`config.mk`:
```
export PLATFORM = sky130hd
export DESIGN_NAME = gml_gate_mode
export DESIGN_NICKNAME = d
export VERILOG_FILES = /design/src/rtl/gml_pkg.sv /design/src/rtl/gml_sync_edge.sv /design/src/rtl/gml_mode_ctrl.sv /design/src/rtl/gml_alt_steer.sv /design/src/rtl/gml_gap_timer.sv /design/src/rtl/gml_gate_mode.sv
export SDC_FILE = /design/constraint.sdc
export NUM_CORES = 1
export LEC_CHECK = 0
export BUFFER_PORTS_ARGS = -buffer_cell sky130_fd_sc_hd__buf_4
export CORE_ASPECT_RATIO = 1.4
export CORE_UTILIZATION = 45
export DETAILED_ROUTE_END_ITERATION = 12
export SYNTH_ARGS = -nofsm -noshare
export SYNTH_HDL_FRONTEND = slang
export SYNTH_SLANG_ARGS = --single-unit
```
`constraint.sdc`:
```
create_clock -name clk -period 6.4 [get_ports clk]
set_input_delay 0.96 -clock clk [delete_from_list [all_inputs] [get_ports clk]]
set_output_delay 0.96 -clock clk [all_outputs]
set_load 0.01 [all_outputs]
```
`src/rtl/gml_pkg.sv`:
```
package gml_pkg;

  typedef enum logic [1:0] {
    GM_SAME = 2'b00,
    GM_COMP = 2'b01,
    GM_ALT  = 2'b10,
    GM_OFF  = 2'b11
  } gm_mode_e;

  // Clock cycles covering a duration in ns, rounded up.
  function automatic int unsigned ns_to_cycles(input int unsigned ns,
                                               input int unsigned period_ps);
    return (ns * 1000 + period_ps - 1) / period_ps;
  endfunction

  // True once the low run that will exist after this edge reaches the gap.
  function automatic logic gap_reached(input int unsigned low_run,
                                       input int unsigned gap);
    return (low_run + 1) >= gap;
  endfunction

endpackage

```
`src/rtl/gml_sync_edge.sv`:
```
module gml_sync_edge #(
  parameter int STAGES = 2
) (
  input  logic clk,
  input  logic rst,
  input  logic raw_in,
  output logic sync_out,
  output logic rise_evt
);
  logic [STAGES-1:0] chain;
  logic              last_q;

  generate
    for (genvar i = 0; i < STAGES; i++) begin : g_stage
      if (i == 0) begin : g_first
        always_ff @(posedge clk) begin
          if (rst) chain[0] <= 1'b0;
          else     chain[0] <= raw_in;
        end
      end else begin : g_next
        always_ff @(posedge clk) begin
          if (rst) chain[i] <= 1'b0;
          else     chain[i] <= chain[i-1];
        end
      end
    end
  endgenerate

  always_ff @(posedge clk) begin
    if (rst) last_q <= 1'b0;
    else     last_q <= chain[STAGES-1];
  end

  assign sync_out = chain[STAGES-1];
  assign rise_evt = chain[STAGES-1] & ~last_q;

  // a rising event is one cycle wide
  p_rise_single_r8: assert property (@(posedge clk) disable iff (rst)
    rise_evt |=> !rise_evt);

endmodule

```
`src/rtl/gml_mode_ctrl.sv`:
```
module gml_mode_ctrl
  import gml_pkg::*;
(
  input  logic     clk,
  input  logic     rst,
  input  logic [1:0] mode_req,
  input  logic     q_s,
  input  logic     q_rise,
  output gm_mode_e act_q,
  output gm_mode_e act_n,
  output logic     hold_n,
  output logic     mode_chg
);
  logic hold_q;

  always_comb begin
    mode_chg = (gm_mode_e'(mode_req) != act_q) && !q_s;
    act_n    = mode_chg ? gm_mode_e'(mode_req) : act_q;
    if (q_rise)        hold_n = 1'b0;
    else if (mode_chg) hold_n = 1'b1;
    else               hold_n = hold_q;
  end

  always_ff @(posedge clk) begin
    if (rst) begin
      act_q  <= GM_SAME;
      hold_q <= 1'b1;
    end else begin
      act_q  <= act_n;
      hold_q <= hold_n;
    end
  end

  p_switch_low_r8: assert property (@(posedge clk) disable iff (rst)
    (act_q != $past(act_q)) |-> !$past(q_s));

  p_hold_after_chg_r8: assert property (@(posedge clk) disable iff (rst)
    mode_chg |=> hold_q);

endmodule

```
`src/rtl/gml_alt_steer.sv`:
```
module gml_alt_steer (
  input  logic clk,
  input  logic rst,
  input  logic mode_chg,
  input  logic q_rise,
  input  logic alt_on,
  output logic sel_n
);
  logic tog_q, tog_n, sel_q;

  always_comb begin
    sel_n = q_rise ? tog_q : sel_q;
    if (mode_chg)            tog_n = 1'b0;
    else if (q_rise && alt_on) tog_n = ~tog_q;
    else                     tog_n = tog_q;
  end

  always_ff @(posedge clk) begin
    if (rst) begin
      tog_q <= 1'b0;
      sel_q <= 1'b0;
    end else begin
      tog_q <= tog_n;
      sel_q <= sel_n;
    end
  end

  p_clear_on_change_r9: assert property (@(posedge clk) disable iff (rst)
    mode_chg |=> !tog_q);

  p_steer_flip_r6: assert property (@(posedge clk) disable iff (rst)
    (q_rise && alt_on && !mode_chg) |=> (tog_q != $past(tog_q)));

endmodule

```
`src/rtl/gml_gap_timer.sv`:
```
module gml_gap_timer #(
  parameter int DT_W = 8
) (
  input  logic            clk,
  input  logic            rst,
  input  logic            gate_a,
  input  logic            gate_b,
  input  logic [DT_W-1:0] gap_eff,
  output logic            gap_ok
);
  import gml_pkg::*;
  localparam logic [DT_W-1:0] CNT_MAX = {DT_W{1'b1}};

  logic [DT_W-1:0] low_run;
  logic            any_on;

  assign any_on = gate_a | gate_b;
  assign gap_ok = !any_on && gap_reached(int'(low_run), int'(gap_eff));

  always_ff @(posedge clk) begin
    if (rst)                     low_run <= '0;
    else if (any_on)             low_run <= '0;
    else if (low_run != CNT_MAX) low_run <= low_run + 1'b1;
  end

  p_run_restart_r4: assert property (@(posedge clk) disable iff (rst)
    any_on |=> (low_run == '0));

endmodule

```
`src/rtl/gml_gate_mode.sv`:
```
module gml_gate_mode #(
  parameter int DT_W     = 8,
  parameter int CLK_PS   = 5000,
  parameter int GAP_NS   = 150,
  parameter int SYNC_LEN = 2
) (
  input  logic            clk,
  input  logic            rst,
  input  logic            pwm_in,
  input  logic [1:0]      mode_sel,
  input  logic [DT_W-1:0] gap_cycles,
  output logic            gate_a,
  output logic            gate_b
);
  import gml_pkg::*;

  localparam int              GAP_DEF_I = int'(ns_to_cycles(GAP_NS, CLK_PS));
  localparam logic [DT_W-1:0] GAP_DEF   = GAP_DEF_I[DT_W-1:0];

  logic            q_s, q_rise, hold_n, mode_chg, sel_n, gap_ok;
  logic            ga_n, gb_n;
  gm_mode_e        act_q, act_n;
  logic [DT_W-1:0] gap_eff;

  assign gap_eff = (gap_cycles == '0) ? GAP_DEF : gap_cycles;

  gml_sync_edge #(.STAGES(SYNC_LEN)) u_sync (
    .clk(clk), .rst(rst), .raw_in(pwm_in), .sync_out(q_s), .rise_evt(q_rise)
  );

  gml_mode_ctrl u_mode (
    .clk(clk), .rst(rst), .mode_req(mode_sel), .q_s(q_s), .q_rise(q_rise),
    .act_q(act_q), .act_n(act_n), .hold_n(hold_n), .mode_chg(mode_chg)
  );

  gml_alt_steer u_alt (
    .clk(clk), .rst(rst), .mode_chg(mode_chg), .q_rise(q_rise),
    .alt_on(act_n == GM_ALT), .sel_n(sel_n)
  );

  gml_gap_timer #(.DT_W(DT_W)) u_gap (
    .clk(clk), .rst(rst), .gate_a(gate_a), .gate_b(gate_b),
    .gap_eff(gap_eff), .gap_ok(gap_ok)
  );

  always_comb begin
    ga_n = 1'b0;
    gb_n = 1'b0;
    if (!hold_n) begin
      unique case (act_n)
        GM_SAME: begin
          ga_n = q_s;
          gb_n = q_s;
        end
        GM_COMP: begin
          if (q_s) ga_n = gate_a | gap_ok;
          else     gb_n = gate_b | gap_ok;
        end
        GM_ALT: begin
          ga_n = q_s & ~sel_n;
          gb_n = q_s &  sel_n;
        end
        default: begin
          ga_n = 1'b0;
          gb_n = 1'b0;
        end
      endcase
    end
  end

  always_ff @(posedge clk) begin
    if (rst) begin
      gate_a <= 1'b0;
      gate_b <= 1'b0;
    end else begin
      gate_a <= ga_n;
      gate_b <= gb_n;
    end
  end

  p_reset_low_r1: assert property (@(posedge clk) disable iff (rst)
    $past(rst) |-> (!gate_a && !gate_b));

  p_same_pair_r2: assert property (@(posedge clk) disable iff (rst)
    (act_q == GM_SAME) |-> (gate_a == gate_b));

  p_no_overlap_r3: assert property (@(posedge clk) disable iff (rst)
    (act_q != GM_SAME) |-> !(gate_a && gate_b));

  p_a_after_gap_r4: assert property (@(posedge clk) disable iff (rst)
    ($rose(gate_a) && act_q == GM_COMP) |-> $past(!gate_b));

  p_b_after_gap_r4: assert property (@(posedge clk) disable iff (rst)
    ($rose(gate_b) && act_q == GM_COMP) |-> $past(!gate_a));

  p_alt_one_hot_r6: assert property (@(posedge clk) disable iff (rst)
    (act_q == GM_ALT) |-> $onehot0({gate_a, gate_b}));

  p_off_quiet_r7: assert property (@(posedge clk) disable iff (rst)
    (act_q == GM_OFF) |-> (!gate_a && !gate_b));

endmodule

```
==> metrics.yaml, run 1 <==
placement:
  dpl.cell_count: 166
  gp_congestion: 0.807
  dp_hpwl_mm: 1.72
  io_buffers: 14
  placed_cell_area_um2: 1260
finish:
  postLayoutCellArea_um2: 1290
  fin_nets: 163
  area_delta_synth_final_pct: 14.5
  drive_gt1_share_pct: 20.6
  finalNonFillerCells: 170
  diodes: 0
  post-route-util_pct: 54.1
setup_path:
  reg2reg_from: "u_gap.low_run[0]"
  crit_type: "in2reg"
  crit_buf_inv: 1
  worst-endpoint-arrival_ns: 3.01
  worstRegToRegCells: 8
  crit_slowest_cell: "or4_1"
  critPathMostFrequentCell: "nor2_1"
  crit_fanout: 4
  reg2reg_slack_ns: 4.10
  worstSetupStartpointType: "input port"
  timing.rr.end: "gate_b"
  crit_family: "simple AND/OR/NAND/NOR gates"
  worstPathRequired_ns: 6.57
  path_cells: "buf_4 > or4_1 > nor2_1 > nor2_1 > ha_1 > and3_1 > o21ai_0 > a31oi_1 > a2111oi_4 > o21ai_1"
  slowest_delay_ns: 0.52
  endpoint_kind: "flip-flop"
power:
  power_density_nw_per_um2: 171
  p_leak_nw: 0.597
  ir_drop_mv: 0.0903
global_routing:
  grt_pass1_vias: 834
  grt_max_degree: 11
  grt_pass1_wl_mm: 3.51
  track_usage_pct: 17.9
  grt.overflow.total: 0
  antenna_found_initial: 0
detailed_routing:
  drc: 0
  ant_nets: 0
  dr.pass1.iters: 4
  vias: 854
  routed_wl_mm: 2.07
  viasPerCell: 5.02
  drtIter0Drc: 18
  wl_per_cell_um: 12.2
sta:
  setup_viol: 0
  setup-tns-final_ns: 0
  rsz0062_at_grt: "no"
  skew_ns: 0.00738
  clock.fmax_mhz: 352
  holdWs_ns: 0.462
  final_max_slew_viol_count: 0
  final-hold-violation-count: 0
  worst_slew_pin_slew_ns: 0.424
  fin_crit_sh_pct: 44.4
  relSlewSlack_pct: 71.7
  fin_crit_ns: 2.84
synthesis:
  netlist.area_leader.share_pct: 31.9
  ys_ff_latch: 18
  synth-seq-area-share_pct: 31.9
  yosysTopAreaCell: "dfxtp_1"
  synth_area_per_cell_um2: 9.25
  synth_edf_count: 0
  synth_nets: 148
  synthesis.area_um2: 1130
  synth-async-reset-ratio_pct: 0
  ys.flop_type: "dfxtp_1"
  synth_warnings: 0
  syn_inst: 122
  synth_area_leaders: "dfxtp_1 (32%), ha_1 (14%), nor2_1 (7.0%)"
  synth.distinct_cells: 37
die:
  ios: 15
  dieHeight_um: 61.3
  core_area_um2: 2390
  rows: 21
  start_util_pct: 47.2
  die_w_um: 44.3
  dieArea_um2: 2720
clock_tree:
  postCtsHoldBufs: 0
  cts_setup_buffers: 0
  clk_latency_ns: 0.28
  cts_tree: "built"
  clk_pin_slew_ns: 0.09
  clock-root-buffer: "clkbuf_4"
  clock_path_buffers: 2
  numCtsBuffers: 3
  cts.sinks: 18
  ctsResizeCount: 0
  cts_max_level: 1
run_status:
  status: "complete, no violations"
hold_path:
  hold_end: "u_sync.sync_out"
  hold_start: "u_sync.chain[0]"
  whs_path_depth: 1
  hold_path_class: "reg2reg"
flow_run:
  maxCapViolCount: 0
[metrics by stage]
step	total power [mW]	setup slack, ns
6_report	0.221	3.56
5_1_grt	0.236	3.40
4_1_cts	0.225	3.54
3_5_place_dp	0.157	3.23
3_3_place_gp	0.156	3.35
2_1_floorplan	0.145	3.56
[layout by cell type (no fill, tap or decap), drive strengths merged, types with 4 or more instances in the layout]
master  synthesis  final
inv             7      7
dfxtp          18     18
nor2           22     22
nand3           6      6
xnor2           7      7
a21oi           7      7
buf             2     14
ha             13     13
nor2b           5      5
clkbuf          2      4
[flip-flops by register name, summed over array words and instances, names as in the netlist]
register and flops:
gate_b 1, u_alt.tog_q 1, u_mode.act_q 2, u_sync.last_q 1, u_alt.sel_q 1, u_gap.low_run 8
u_sync.sync_out 1, gate_a 1, u_mode.hold_q 1, u_sync.chain 1
[synthesized netlist by cell type (2+ instances only)]
library cell / n
inv_1: 7
nand3_1: 4
xnor2_1: 6
and3_4: 2
a21oi_1: 7
xor2_1: 3
or4_1: 2
dfxtp_1: 18
o21ai_0: 2
o211ai_1: 2
clkbuf_1: 2
nor3_1: 2
nor2b_1: 5
ha_1: 13
mux2i_1: 3
nand2_1: 3
nor2_1: 21
[kinds of logic after synthesis]
group	Yosys count	synth area share, %
multiplexers	5	4.99
AND/OR/NAND/NOR	48	25.1
AO/OA/AOI/OAI	17	11.1
flip-flops	18	31.9
adder cells (fa/ha/maj)	13	14.4
buffers and inverters	11	4.10
XOR/XNOR	10	8.43
[metal layers]
metal	track usage, %	part of all wire [%]
met5	0	0
met4	7.79	1.0
met3	1.76	2.3
met2	35.1	55
met1	19.0	42
[worst max-delay path by stage]
| stage | depth (start not counted) | end | startpoint | slack (ns) |
|---|---|---|---|---|
| finish | 10 | gate_b | gap_cycles[4] | 3.56 |
| floorplan | 9 | gate_b | gap_cycles[4] | 3.56 |
| global route | 10 | gate_a | gap_cycles[4] | 3.40 |
| CTS | 10 | gate_b | gap_cycles[4] | 3.54 |
| global placement | 10 | gate_b | gap_cycles[4] | 3.35 |
| detailed placement | 10 | gate_b | gap_cycles[4] | 3.23 |
[final cells by class]
type	count	area, µm²
Clock buffer	4	36.3
Multi-Input combinational cell	93	722
Tap cell	34	42.5
Inverter	7	26.3
Fill cell	252	1100
Sequential cell	18	360
Timing Repair Buffer	14	105
[report_power, final]
group          total (mW)  switching [mW]  internal [mW]
registers           0.119         0.00389          0.115
logic              0.0347          0.0171         0.0176
clock network      0.0671          0.0325         0.0346
total               0.221          0.0535          0.168
(Power assumes the default switching activity.)
==> run 2, diff against run 1 <==
--- a/config.mk
+++ b/config.mk
@@ -5,10 +5,12 @@
 export SDC_FILE = /design/constraint.sdc
 export NUM_CORES = 1
 export LEC_CHECK = 0
+export ABC_AREA = 1
 export BUFFER_PORTS_ARGS = -buffer_cell sky130_fd_sc_hd__buf_4
 export CORE_ASPECT_RATIO = 1.4
 export CORE_UTILIZATION = 45
 export DETAILED_ROUTE_END_ITERATION = 12
+export PLACE_DENSITY = 0.67
 export SYNTH_ARGS = -nofsm -noshare
 export SYNTH_HDL_FRONTEND = slang
 export SYNTH_SLANG_ARGS = --single-unit
==> constraint.sdc (replaced) <==
create_clock -name clk -period 2.6 [get_ports clk]
set_input_delay 0.39 -clock clk [delete_from_list [all_inputs] [get_ports clk]]
set_output_delay 0.39 -clock clk [all_outputs]
set_load 0.01 [all_outputs]
==> metrics.yaml, run 2 <==
run_status:
  status: "complete, no violations"
die:
  dieArea_um2: 2770
  core_area_um2: 2420
  rows: 21
  die_w_um: 44.7
  dieHeight_um: 61.8
  ios: 15
  start_util_pct: 47.6
sta:
  fin_ws_ns: 0.374
  relSlewSlack_pct: 67.7
  final-hold-violation-count: 0
  final_max_slew_viol_count: 0
  clock.fmax_mhz: 449
  worst_slew_pin_slew_ns: 0.479
  setup-tns-final_ns: 0
  fin_crit_sh_pct: 85.6
  setup_viol: 0
  rsz0062_at_grt: "no"
  holdWs_ns: 0.284
  fin_crit_ns: 2.23
  skew_ns: 0.00687
hold_path:
  hold_path_class: "in2reg"
  hold_start: "pwm_in"
power:
  power_density_nw_per_um2: 420
  p_leak_nw: 0.734
  ir_drop_mv: 0.242
clock_tree:
  clk_pin_slew_ns: 0.10
  numCtsBuffers: 3
  cts.sinks: 18
  clock-root-buffer: "clkbuf_4"
  cts_max_level: 1
  clock_path_buffers: 2
  cts_setup_buffers: 0
  ctsResizeCount: 0
  postCtsHoldBufs: 0
  cts_tree: "built"
  clk_latency_ns: 0.30
finish:
  largestRegisters: "u_gap.low_run: 8 flops, u_mode.act_q: 2 flops"
  n_fill_cell: 264
  multiInputGateArea_um2: 644
  largest-register: "u_gap.low_run"
  mostFrequentLayoutCells: "nand2_1 (36), inv_1 (33), nor2_1 (26)"
  fin_nets: 211
  area_delta_synth_final_pct: 14.3
  drive_gt1_share_pct: 14.7
  diodes: 0
  final_common_cell: "nand2_1"
  regArea_um2: 360
  largest_reg_flops: 8
  finalNonFillerCells: 218
  post-route-util_pct: 54.5
placement:
  pre_cts_slack_ns: 0.245
  dpl.cell_count: 214
  dp_hpwl_mm: 1.70
  io_buffers: 14
  gp_congestion: 0.837
setup_path:
  crit_fanout: 5
  endpoint_kind: "flip-flop"
  worstSetupStartpoint: "u_gap.low_run[0]"
  crit_family: "simple AND/OR/NAND/NOR gates"
  reg2reg_slack_ns: 0.37
  crit_buf_inv: 1
  crit_slowest_cell: "dfxtp_1"
  worstPathRequired_ns: 2.80
  slowest_delay_ns: 0.42
  reg2reg_from: "u_gap.low_run[0]"
  critPathMostFrequentCell: "nand2_1"
  crit_type: "reg2reg"
  worst-endpoint-arrival_ns: 2.43
  path_cells: "nand3_1 > inv_1 > nand3_1 > nand3b_1 > or2_1 > nand2_1 > ha_1 > nand2_1 > nor2_1 > and2_1 > nor2_1 > nand3_1 > nand2_1 > nand2_1 > nand2_1 > a21oi_2"
  worstSetupStartpointType: "flip-flop"
detailed_routing:
  drtIter0Drc: 11
  ant_nets: 0
  dr.pass1.iters: 2
  vias: 1007
  drc: 0
  viasPerCell: 4.62
  wl_per_cell_um: 8.95
  routed_wl_mm: 1.95
synthesis:
  synth_most_common_cell: "nand2_1"
  synth_area_per_cell_um2: 6.81
  synth_warnings: 0
  yosysTopAreaCell: "dfxtp_1"
  synth_area_leaders: "dfxtp_1 (31%), ha_1 (14%), nand2_1 (12%)"
  syn_inst: 169
  netlist.area_leader.share_pct: 31.3
  ys.flop_type: "dfxtp_1"
  synth_edf_count: 0
  synth-async-reset-ratio_pct: 0
  synth_common_cells: "nand2_1 (36), inv_1 (33), nor2_1 (26), dfxtp_1 (18), ha_1 (13)"
  synth-seq-area-share_pct: 31.3
  ys_ff_latch: 18
  synth_nets: 195
  synth.distinct_cells: 26
  synthesis.area_um2: 1150
global_routing:
  busiest_layer: "met2"
  grt_pass1_vias: 878
  grt_pass1_wl_mm: 3.23
  track_usage_pct: 15.8
  antenna_found_initial: 0
  grt.overflow.total: 0
  grt_max_degree: 11
  use_met3_pct: 1.73
  use_met1_pct: 14.2
  met2_usage_pct: 33.6
flow_run:
  maxCapViolCount: 0
## run 2: worst register-to-register path, stage by stage (launching register included)
cell and delay (ns):
dfxtp_1 0.42, nand3_1 0.14, inv_1 0.07, nand3_1 0.09
nand3b_1 0.19, or2_1 0.23, nand2_1 0.07, ha_1 0.24
nand2_1 0.10, nor2_1 0.06, and2_1 0.13, nor2_1 0.08
nand3_1 0.08, nand2_1 0.08, nand2_1 0.05, nand2_1 0.07
a21oi_2 0.05
## run 2: final timing paths
path                     end  cells after the start
max                   gate_b                     16
min          u_sync.chain[0]                      3
max reg2reg           gate_b                     16
min reg2reg  u_sync.sync_out                      2
## run 2: layout make-up
| class | count | share of cell area, % |
|---|---|---|
| multi-input cells | 114 | 49.0 |
| inverters | 34 | 9.70 |
| repair buffers | 14 | 7.98 |
| well taps | 34 | 3.23 |
| clock buffers | 4 | 2.76 |
| flip-flops and latches | 18 | 27.4 |
## run 2: cells by family (layout without fill, tap and decap cells)
logic type	after synthesis	count (layout)	share of synthesized area (%)
AOI/OAI and AO/OA	14	14	6.96
xor gates and xnor gates	7	7	5.33
adders and majority gates	13	13	14.1
buffers and inverters	37	52	12.7
DFF	18	18	31.3
and+or+nand+nor	80	80	29.6
## run 2: through the flow
stage	instance area [µm²]	power, mW
5_1_grt	1320	0.588
6_report	1320	0.553
3_3_place_gp	1280	0.388
4_1_cts	1320	0.561
3_5_place_dp	1280	0.390
2_1_floorplan	1150	0.361
## run 2: report_power, final
| part | switching (mW) | total [mW] | internal, mW |
|---|---|---|---|
| logic | 0.0474 | 0.0892 | 0.0418 |
| clock network | 0.0859 | 0.171 | 0.0854 |
| registers | 0.00714 | 0.292 | 0.285 |
| total | 0.140 | 0.553 | 0.412 |
## run 2: layer usage
| layer | routed length (µm) | up-vias |
|---|---|---|
| li1 | - | 540 |
| met1 | 757 | 445 |
| met2 | 1100 | 17 |
| met3 | 54 | 5 |
| met4 | 40 | 0 |
| met5 | 0 | - |
==> run 3, diff against run 2 <==
--- a/config.mk
+++ b/config.mk
@@ -7,10 +7,12 @@
 export LEC_CHECK = 0
 export ABC_AREA = 1
 export BUFFER_PORTS_ARGS = -buffer_cell sky130_fd_sc_hd__buf_4
+export CELL_PAD_IN_SITES_DETAIL_PLACEMENT = 1
+export CELL_PAD_IN_SITES_GLOBAL_PLACEMENT = 1
 export CORE_ASPECT_RATIO = 1.4
-export CORE_UTILIZATION = 45
+export CORE_UTILIZATION = 36
 export DETAILED_ROUTE_END_ITERATION = 12
-export PLACE_DENSITY = 0.67
+export PLACE_DENSITY = 0.72
 export SYNTH_ARGS = -nofsm -noshare
 export SYNTH_HDL_FRONTEND = slang
 export SYNTH_SLANG_ARGS = --single-unit
==> metrics.yaml, run 3 (same netlist as run 2, synthesis figures left out) <==
global_routing:
  grt_max_degree: 11
  grt_pass1_wl_mm: 4.40
  track_usage_pct: 17.2
  grt.overflow.total: 0
  antenna_found_initial: 0
  grt_pass1_vias: 1087
finish:
  n_fill_cell: 416
  final_common_cell: "nand2_1"
  largestRegisters: "u_gap.low_run: 8 flops, u_mode.act_q: 2 flops"
  mostFrequentLayoutCells: "nand2_1 (36), inv_1 (33), nor2_1 (26)"
  drive_gt1_share_pct: 14.7
  area_delta_synth_final_pct: 16.3
  largest_reg_flops: 8
  largest-register: "u_gap.low_run"
  fin_nets: 211
  diodes: 0
  post-route-util_pct: 45.2
sta:
  final_max_slew_viol_count: 0
  final-hold-violation-count: 0
  setup_viol: 0
  setup-tns-final_ns: 0
  clock.fmax_mhz: 438
  fin_crit_ns: 2.28
  fin_crit_sh_pct: 87.8
  worst_slew_pin_slew_ns: 0.436
  skew_ns: 0.00133
  relSlewSlack_pct: 70.6
  fin_ws_ns: 0.318
  holdWs_ns: 0.341
  rsz0062_at_grt: "no"
placement:
  dp_hpwl_mm: 2.15
  io_buffers: 14
  gp_congestion: 0.776
  pre_cts_slack_ns: 0.144
clock_tree:
  clock-root-buffer: "clkbuf_8"
  cts.sinks: 18
  postCtsHoldBufs: 0
  clock_path_buffers: 2
  cts_setup_buffers: 0
  cts_max_level: 1
  clk_pin_slew_ns: 0.07
  cts_tree: "built"
  ctsResizeCount: 0
  clk_latency_ns: 0.25
  numCtsBuffers: 3
die:
  ios: 15
  dieHeight_um: 68.9
  die_w_um: 49.8
  dieArea_um2: 3430
  start_util_pct: 38.8
  rows: 23
  core_area_um2: 2960
setup_path:
  crit_fanout: 5
  worstPathRequired_ns: 2.75
  crit_slowest_cell: "dfxtp_1"
  slowest_delay_ns: 0.40
  worstSetupStartpointType: "flip-flop"
  worst-endpoint-arrival_ns: 2.43
  crit_buf_inv: 1
  critPathMostFrequentCell: "nand2_1"
  path_cells: "nand3_1 > inv_1 > nand3_1 > nand3b_1 > or2_1 > nand2_1 > ha_1 > nand2_1 > nor2_1 > and2_1 > nor2_1 > nand3_1 > nand2_1 > nand2_1 > nand2_1 > a21oi_2"
  crit_type: "reg2reg"
  endpoint_kind: "flip-flop"
  crit_family: "simple AND/OR/NAND/NOR gates"
detailed_routing:
  wl_per_cell_um: 11.3
  vias: 1016
  drc: 0
  routed_wl_mm: 2.50
  viasPerCell: 4.60
  dr.pass1.iters: 4
  drtIter0Drc: 4
  ant_nets: 0
hold_path:
  hold_path_class: "in2reg"
flow_run:
  maxCapViolCount: 0
power:
  power_density_nw_per_um2: 459
  report.power.total_mw: 0.614
  p_leak_nw: 0.742
  ir_drop_mv: 0.296
run_status:
  status: "complete, no violations"
run 3: cell types whose count changed in the layout (fill, tap and decap cells not counted):
cell / before / now
clkbuf_4: 3 / 0
clkbuf_8: 1 / 4
run 3: tightest hold or removal path: stages:
cell and delay (ns):
buf_4 0.08, inv_1 0.03, nor2_1 0.07
run 3: area by class of cell:
| class | count | area, µm² | share of cell area, % |
|---|---|---|---|
| clock buffer | 4 | 55.1 | 4.11 |
| tap | 37 | 46.3 | 3.46 |
| inverter | 34 | 128 | 9.53 |
| timing repair buffer | 14 | 105 | 7.85 |
| sequential | 18 | 360 | 26.9 |
| multi-input combinational | 114 | 644 | 48.1 |
run 3: final timing paths:
check	slack, ns	to	depth (start not counted)	startpoint
max	0.32	gate_b	16	u_gap.low_run[0]
min	0.34	u_sync.chain[0]	3	pwm_in
max reg2reg	0.32	gate_b	16	u_gap.low_run[0]
min reg2reg	0.40	u_sync.sync_out	2	u_sync.chain[0]
run 3: where the power goes:
group          total [mW]  internal [mW]  switching (mW)  leakage, nW
Sequential          0.293          0.285         0.00716        0.147
Clock               0.227          0.135          0.0928       0.0288
Combinational      0.0942         0.0422          0.0520        0.566
Total               0.614          0.462           0.152        0.742
run 3: metal layers:
metal,GRT usage (%),vias to the layer above,wire length (µm)
met4,8.93,0,54
met3,1.54,5,53
met1,14.9,459,900
li1,-,536,-
met2,38.0,16,1490
met5,0,-,0
run 3: stage by stage:
step | std cells | cell area, µm²
CTS | 221 | 1340
finish | 221 | 1340
global route | 221 | 1340
detailed placement | 217 | 1280
floorplan | 169 | 1150
global placement | 217 | 1280
